[config.mk]
export PLATFORM = sky130hd
export DESIGN_NAME = hdlc_txfifo_room
export DESIGN_NICKNAME = d
export VERILOG_FILES = /design/src/rtl/txf_pkg.sv /design/src/rtl/txf_store.sv /design/src/rtl/txf_ptrs.sv /design/src/rtl/txf_room_stat.sv /design/src/rtl/hdlc_txfifo_room.sv
export SDC_FILE = /design/constraint.sdc
export NUM_CORES = 2
export LEC_CHECK = 0
export BUFFER_PORTS_ARGS = -buffer_cell sky130_fd_sc_hd__buf_2
export CORE_MARGIN = 5
export CORE_UTILIZATION = 50
export DETAILED_ROUTE_END_ITERATION = 12
export PLACE_DENSITY = 0.72
export SYNTH_ARGS = -nofsm -noshare
export SYNTH_HDL_FRONTEND = slang
export SYNTH_HIERARCHICAL = 1
export SYNTH_SLANG_ARGS = --single-unit
[constraint.sdc]
create_clock -name clk -period 6.76 [get_ports clk]
set_input_delay 0.676 -clock clk [delete_from_list [all_inputs] [get_ports clk]]
set_output_delay 0.676 -clock clk [all_outputs]
set_load 0.01 [all_outputs]
[src/rtl/txf_pkg.sv]
package txf_pkg;
  localparam int BYTE_W = 8;

  typedef struct packed {
    logic              eop;
    logic [BYTE_W-1:0] data;
  } txf_ent_t;

  localparam int ENT_W = $bits(txf_ent_t);
endpackage

[src/rtl/txf_store.sv]
module txf_store
  import txf_pkg::*;
#(
  parameter int AW = 8
) (
  input  logic          clk,
  input  logic          rst,
  input  logic          we,
  input  logic [AW-1:0] waddr,
  input  txf_ent_t      wdata,
  input  logic          re,
  input  logic [AW-1:0] raddr,
  output txf_ent_t      rdata,
  output logic          rvld
);
  localparam int DEPTH = 1 << AW;

  txf_ent_t mem [DEPTH];

  // Storage array: no reset, so it can map to block RAM.
  always_ff @(posedge clk) begin
    if (we) mem[waddr] <= wdata;
  end

  always_ff @(posedge clk) begin
    if (re) rdata <= mem[raddr];
  end

  always_ff @(posedge clk) begin
    if (rst) rvld <= 1'b0;
    else     rvld <= re;
  end
endmodule

[src/rtl/txf_ptrs.sv]
module txf_ptrs #(
  parameter int AW = 8
) (
  input  logic          clk,
  input  logic          rst,
  input  logic          push,
  input  logic          pop,
  input  logic          flush,
  input  logic          ovf_clr,
  output logic          do_wr,
  output logic          do_rd,
  output logic [AW-1:0] wptr,
  output logic [AW-1:0] rptr,
  output logic [AW:0]   cnt_q,
  output logic [AW:0]   cnt_nxt,
  output logic          ovf
);
  localparam int          CW    = AW + 1;
  localparam logic [CW-1:0] DEPTH = CW'(1 << AW);

  logic full, empty;

  assign full  = (cnt_q == DEPTH);
  assign empty = (cnt_q == '0);
  assign do_wr = push & ~full  & ~flush;
  assign do_rd = pop  & ~empty & ~flush;

  always_comb begin
    if (flush) begin
      cnt_nxt = '0;
    end else begin
      unique case ({do_wr, do_rd})
        2'b10:   cnt_nxt = cnt_q + CW'(1);
        2'b01:   cnt_nxt = cnt_q - CW'(1);
        default: cnt_nxt = cnt_q;
      endcase
    end
  end

  always_ff @(posedge clk) begin
    if (rst || flush) begin
      wptr <= '0;
      rptr <= '0;
    end else begin
      if (do_wr) wptr <= wptr + AW'(1);
      if (do_rd) rptr <= rptr + AW'(1);
    end
  end

  always_ff @(posedge clk) begin
    if (rst) cnt_q <= '0;
    else     cnt_q <= cnt_nxt;
  end

  // Sticky overflow: setting wins over clearing.
  always_ff @(posedge clk) begin
    if (rst) ovf <= 1'b0;
    else     ovf <= (push & full & ~flush) | (ovf & ~ovf_clr);
  end
endmodule

[src/rtl/txf_room_stat.sv]
module txf_room_stat #(
  parameter int              AW        = 8,
  parameter int              LVL_W     = 5,
  parameter logic [LVL_W-1:0] LVL_RESET = LVL_W'(8)
) (
  input  logic             clk,
  input  logic             rst,
  input  logic [AW:0]      cnt_nxt,
  input  logic             lvl_we,
  input  logic [LVL_W-1:0] lvl_wdata,
  input  logic             ien_we,
  input  logic             ien_wdata,
  input  logic             lat_clr,
  output logic [LVL_W-1:0] lvl_q,
  output logic             ien_q,
  output logic             live_q,
  output logic             lat_q,
  output logic             irq_q
);
  localparam int CW = AW + 1;
  localparam int TW = LVL_W + 4;
  localparam int MW = (CW > TW) ? CW : TW;
  localparam logic [CW-1:0] DEPTH = CW'(1 << AW);

  logic [LVL_W-1:0] lvl_nxt;
  logic             ien_nxt;
  logic [CW-1:0]    free_nxt;
  logic [TW-1:0]    thr;
  logic             live_nxt;
  logic             lat_nxt;

  assign lvl_nxt  = lvl_we ? lvl_wdata : lvl_q;
  assign ien_nxt  = ien_we ? ien_wdata : ien_q;
  assign free_nxt = DEPTH - cnt_nxt;
  assign thr      = {1'b0, lvl_nxt, 3'b000} + TW'(1);
  assign live_nxt = MW'(free_nxt) >= MW'(thr);
  // A rising edge of the live flag takes priority over a clear.
  assign lat_nxt  = (live_nxt & ~live_q) | (lat_q & ~lat_clr);

  always_ff @(posedge clk) begin
    if (rst) begin
      lvl_q  <= LVL_RESET;
      ien_q  <= 1'b0;
      live_q <= 1'b1;  // an empty queue always meets the largest threshold
      lat_q  <= 1'b0;
      irq_q  <= 1'b0;
    end else begin
      lvl_q  <= lvl_nxt;
      ien_q  <= ien_nxt;
      live_q <= live_nxt;
      lat_q  <= lat_nxt;
      irq_q  <= lat_nxt & ien_nxt;
    end
  end
endmodule

[src/rtl/hdlc_txfifo_room.sv]
module hdlc_txfifo_room
  import txf_pkg::*;
(
  input  logic       clk,
  input  logic       rst,
  input  logic       push_en,
  input  logic [7:0] push_byte,
  input  logic       push_eop,
  input  logic       pop_en,
  output logic [7:0] pop_byte,
  output logic       pop_eop,
  output logic       pop_vld,
  input  logic       flush,
  input  logic       lvl_we,
  input  logic [4:0] lvl_wdata,
  output logic [4:0] lvl_q,
  input  logic       ien_we,
  input  logic       ien_wdata,
  input  logic       w1c_we,
  input  logic [1:0] w1c_data,
  output logic [8:0] free_cnt,
  output logic       room_live,
  output logic       room_latched,
  output logic       ovf_sticky,
  output logic       irq
);
  localparam int AW    = 8;
  localparam int LVL_W = 5;
  localparam int CW    = AW + 1;
  localparam logic [CW-1:0] DEPTH = CW'(1 << AW);

  logic          do_wr, do_rd;
  logic [AW-1:0] wptr, rptr;
  logic [CW-1:0] cnt_q, cnt_nxt;
  logic          ien_q;
  txf_ent_t      wr_ent, rd_ent;

  assign wr_ent = '{eop: push_eop, data: push_byte};

  txf_ptrs #(.AW(AW)) ptrs_i (
    .clk     (clk),
    .rst     (rst),
    .push    (push_en),
    .pop     (pop_en),
    .flush   (flush),
    .ovf_clr (w1c_we & w1c_data[1]),
    .do_wr   (do_wr),
    .do_rd   (do_rd),
    .wptr    (wptr),
    .rptr    (rptr),
    .cnt_q   (cnt_q),
    .cnt_nxt (cnt_nxt),
    .ovf     (ovf_sticky)
  );

  txf_store #(.AW(AW)) store_i (
    .clk   (clk),
    .rst   (rst),
    .we    (do_wr),
    .waddr (wptr),
    .wdata (wr_ent),
    .re    (do_rd),
    .raddr (rptr),
    .rdata (rd_ent),
    .rvld  (pop_vld)
  );

  txf_room_stat #(.AW(AW), .LVL_W(LVL_W), .LVL_RESET(5'd8)) room_i (
    .clk       (clk),
    .rst       (rst),
    .cnt_nxt   (cnt_nxt),
    .lvl_we    (lvl_we),
    .lvl_wdata (lvl_wdata),
    .ien_we    (ien_we),
    .ien_wdata (ien_wdata),
    .lat_clr   (w1c_we & w1c_data[0]),
    .lvl_q     (lvl_q),
    .ien_q     (ien_q),
    .live_q    (room_live),
    .lat_q     (room_latched),
    .irq_q     (irq)
  );

  assign pop_byte = rd_ent.data;
  assign pop_eop  = rd_ent.eop;
  assign free_cnt = DEPTH - cnt_q;
endmodule

==> results.cfg <==
[logic_synthesis]
yosys.area.top_type_share_pct = 75.69
synthCells = 4303
ys_seq_elements = 2349
synth_cell_type_count = 71
async_reset_ff_share_pct = 0
synth_top_area_cell = edfxtp_1
ys_warn_count = 6
synth.area.top_cells = edfxtp_1 76%, mux4_2 14%, mux2i_1 1.9%
ys.flop_type = edfxtp_1
syn_area_um2 = 91760
postSynthNetCount = 4347
syn_avg_cell_area_um2 = 21.33
ys_seq_area_share_pct = 76.48
synth-edff-count = 2313

[place]
pre_cts_slack_ns = 1.686
dp_cells = 6663
gp_congestion = 0.8555
hpwl_um = 131700
place_area_um2 = 94540
port_buffers = 52

[grt]
grt_pass1_wl_um = 319000
grt_most_used_layer = met2
grt_max_degree = 189
met1_usage_pct = 32.57
grt_pass1_vias = 44723
antenna_found_initial = 11
met2_usage_pct = 34.96
grt.overflow.total = 0
grt_use_total_pct = 22.84
grt_util_met3_pct = 5.151

[status]
status = completed

[clock_network]
postCtsSetupBuffers = 0
tritoncts = built
clock_latency_ns = 0.88
cts_made_buffers = 222
clock-root-buffer = clkbuf_16
clock-sinks = 2349
path_clk_slew_ns = 0.07
cts_hold_buf = 0
cts.htree.levels = 4
cts_resized = 0
cts.path.max_buffers = 3

[sta]
max-slew-margin-rel_pct = 11.99
fin_crit_ns = 5.194
fmax_ghz = 0.1925
setup_viol = 0
finClkSkew_ns = 0.06304
fin_hold_ws_ns = 0.1053
fin_crit_sh_pct = 76.84
worst_pin_slew_ns = 1.316
fin_ws_ns = 1.566
hold_viol_final = 0
setup_tns_ns = 0
grt_setup_unrepaired = false
slew_violations = 0

[finish]
stdcell_count = 7079
seq_area_um2 = 70190
utilization_pct = 55.55
drive_above_1_share_pct = 22.77
final_cell_mix = 2313 x edfxtp_1, 552 x mux4_2, 317 x nor2_1
nets = 4467
final_area_um2 = 101600
area_growth_pct = 10.72
multi_input_area_um2 = 19960
layout_commonest_cell = edfxtp_1
fillerInstances = 13235

[critical_path]
path_cells = or4_4 -> o31a_2 -> inv_1 -> ha_1 -> ha_1 -> a21o_1 -> a21oi_1 -> nand2_1 -> xnor2_1 -> o31ai_1 -> nor4_1 -> nand2_1 -> xor2_1 -> ha_1 -> a21o_1 -> a21oi_1 -> o21ai_0 -> or4_1
crit_slowest_cell = or4_4
cp-end-kind = register
crit_top_cell = ha_1
critPathArrivalTime_ns = 5.93
crit_type = reg2reg
r2r_end = room_i/live_q$_SDFF_PP1_
start_kind = register
cpPeakStageDelay_ns = 0.58
path_delay_family = simple AND/OR/NAND/NOR gates
reg2reg_depth = 18
rrSetupSlack_ns = 1.57
timing.rr.start = ptrs_i/cnt_q[5]$_SDFF_PP0_
cp_max_fo = 10
cp.buffers_inverters = 1
required_ns = 7.49

[hold_path]
min_path_cells = 3
hp-start = lvl_wdata[1]
hold_class = in2reg
min_to = room_i/lvl_q[1]$_SDFF_PP0_

[die]
rows = 157
die_w_um = 438.4
core-area_um2 = 182900
die_h_um = 438.4
pin_count = 53
die_area_um2 = 192200
initial_core_util_pct = 50.17

[power_and_ir_drop]
p_sw_share_pct = 19.99
fin_total_pwr_mw = 28.54
p_leak_nw = 30.40
p_comb_share_pct = 1.8
power_density_nw_per_um2 = 280.9
irDropWorstVdd_mv = 0.2409
p_int_mw = 22.84
p_switching_mw = 5.706
p_seq_share_pct = 56.1
clkPwrFrac_pct = 42.2

[routing]
drc = 0
post_drt_wl_per_cell_um = 31.02
vias = 45332
drt-vias-per-instance = 6.404
dr.pass1.iters = 7
drtAntennaViolNets = 0
drt_iter0_drc = 6284
wl_um = 219600

[job]
drv_cap = 0
[synth_stat cells (6+ instances only)]
cell         n
edfxtp_1  2313
mux4_2     552
nor2_1     319
mux2i_1    171
clkbuf_1   116
nand2_1     69
buf_2       54
a221oi_1    50
o22ai_1     47
a22o_1      44
o221ai_1    38
dfxtp_1     36
a22oi_1     34
nand3_1     34
a21oi_1     33
buf_6       26
nor2b_1     25
nand4_1     21
o21ai_0     20
buf_4       19
nor3_1      19
xor2_1      19
ha_1        18
buf_8       16
o31ai_1     15
a21o_1      14
a311oi_1    14
xnor2_1     14
buf_1       13
inv_1       12
nand2b_1    12
nor4_1      12
o211ai_1    11
and2_1       8
buf_12       8
and3_1       7
a211oi_1     6
[worst register-to-register path, delay by kind of cell, from the launching register on]
family / cells / cell delay, ns
AOI/OAI and AO/OA: 7 / 1.39
xor gates and xnor gates: 2 / 0.39
adders and majority gates: 3 / 1.10
buffers and inverters: 1 / 0.06
DFF: 1 / 0.39
and+or+nand+nor: 5 / 1.72
[logic make-up (layout without fill, tap and decap cells)]
kind of cell	Yosys count	after routing	share of synthesized area, %
xor gates and xnor gates	33	33	0.3150
AOI/OAI and AO/OA	358	358	2.951
adders and majority gates	19	19	0.2673
buffers and inverters	268	571	1.809
other	0	9	0
and+or+nand+nor	547	547	2.677
muxes	729	729	15.50
DFF	2349	2349	76.48
[power groups by stage]
stage	logic, mW	registers (mW)	clock network (mW)
2_1_floorplan	0.191	16.3	0
3_3_place_gp	0.484	16.3	0
3_5_place_dp	0.504	16.3	0
4_1_cts	0.503	16.0	12.2
5_1_grt	0.536	16.0	12.9
6_report	0.500	16.0	12.0
[worst max path at each step]
stage	start	to	slack, ns	cells past startpoint
2_1_floorplan	ptrs_i/cnt_q[5]$_SDFF_PP0_	room_i/live_q$_SDFF_PP1_	2.07	18
3_5_place_dp	ptrs_i/cnt_q[5]$_SDFF_PP0_	room_i/live_q$_SDFF_PP1_	1.69	18
3_3_place_gp	ptrs_i/cnt_q[5]$_SDFF_PP0_	room_i/live_q$_SDFF_PP1_	1.67	18
5_1_grt	ptrs_i/cnt_q[5]$_SDFF_PP0_	room_i/irq_q$_SDFF_PP0_	1.32	19
6_report	ptrs_i/cnt_q[5]$_SDFF_PP0_	room_i/live_q$_SDFF_PP1_	1.57	18
4_1_cts	ptrs_i/cnt_q[5]$_SDFF_PP0_	room_i/live_q$_SDFF_PP1_	1.67	18
[registers in the layout, summed over array words and instances (netlist names)]
name	count
store_i/rdata	9
room_i/irq_q	1
ptrs_i/rptr	8
room_i/lvl_q	5
store_i/rvld	1
room_i/ien_q	1
ptrs_i/cnt_q	9
store_i/mem	2304
room_i/lat_q	1
ptrs_i/wptr	8
room_i/live_q	1
ptrs_i/ovf	1
[cell type report]
cell class                 instances  share of cell area, %
antenna                            9                0.02217
clock buffer                     265                  5.648
clock inverter                   142                  1.282
inverter                          15                0.05665
multi-input combinational       1686                  19.64
sequential                      2349                  69.09
tap                             2464                  3.034
timing repair buffer             149                  1.225
[routing by layer]
metal | vias to the layer above | routed length (um)
li1 | 18303 | -
met1 | 23868 | 83470
met2 | 2729 | 103500
met3 | 430 | 23570
met4 | 2 | 8990
met5 | - | 13
(Power assumes the default switching activity.)
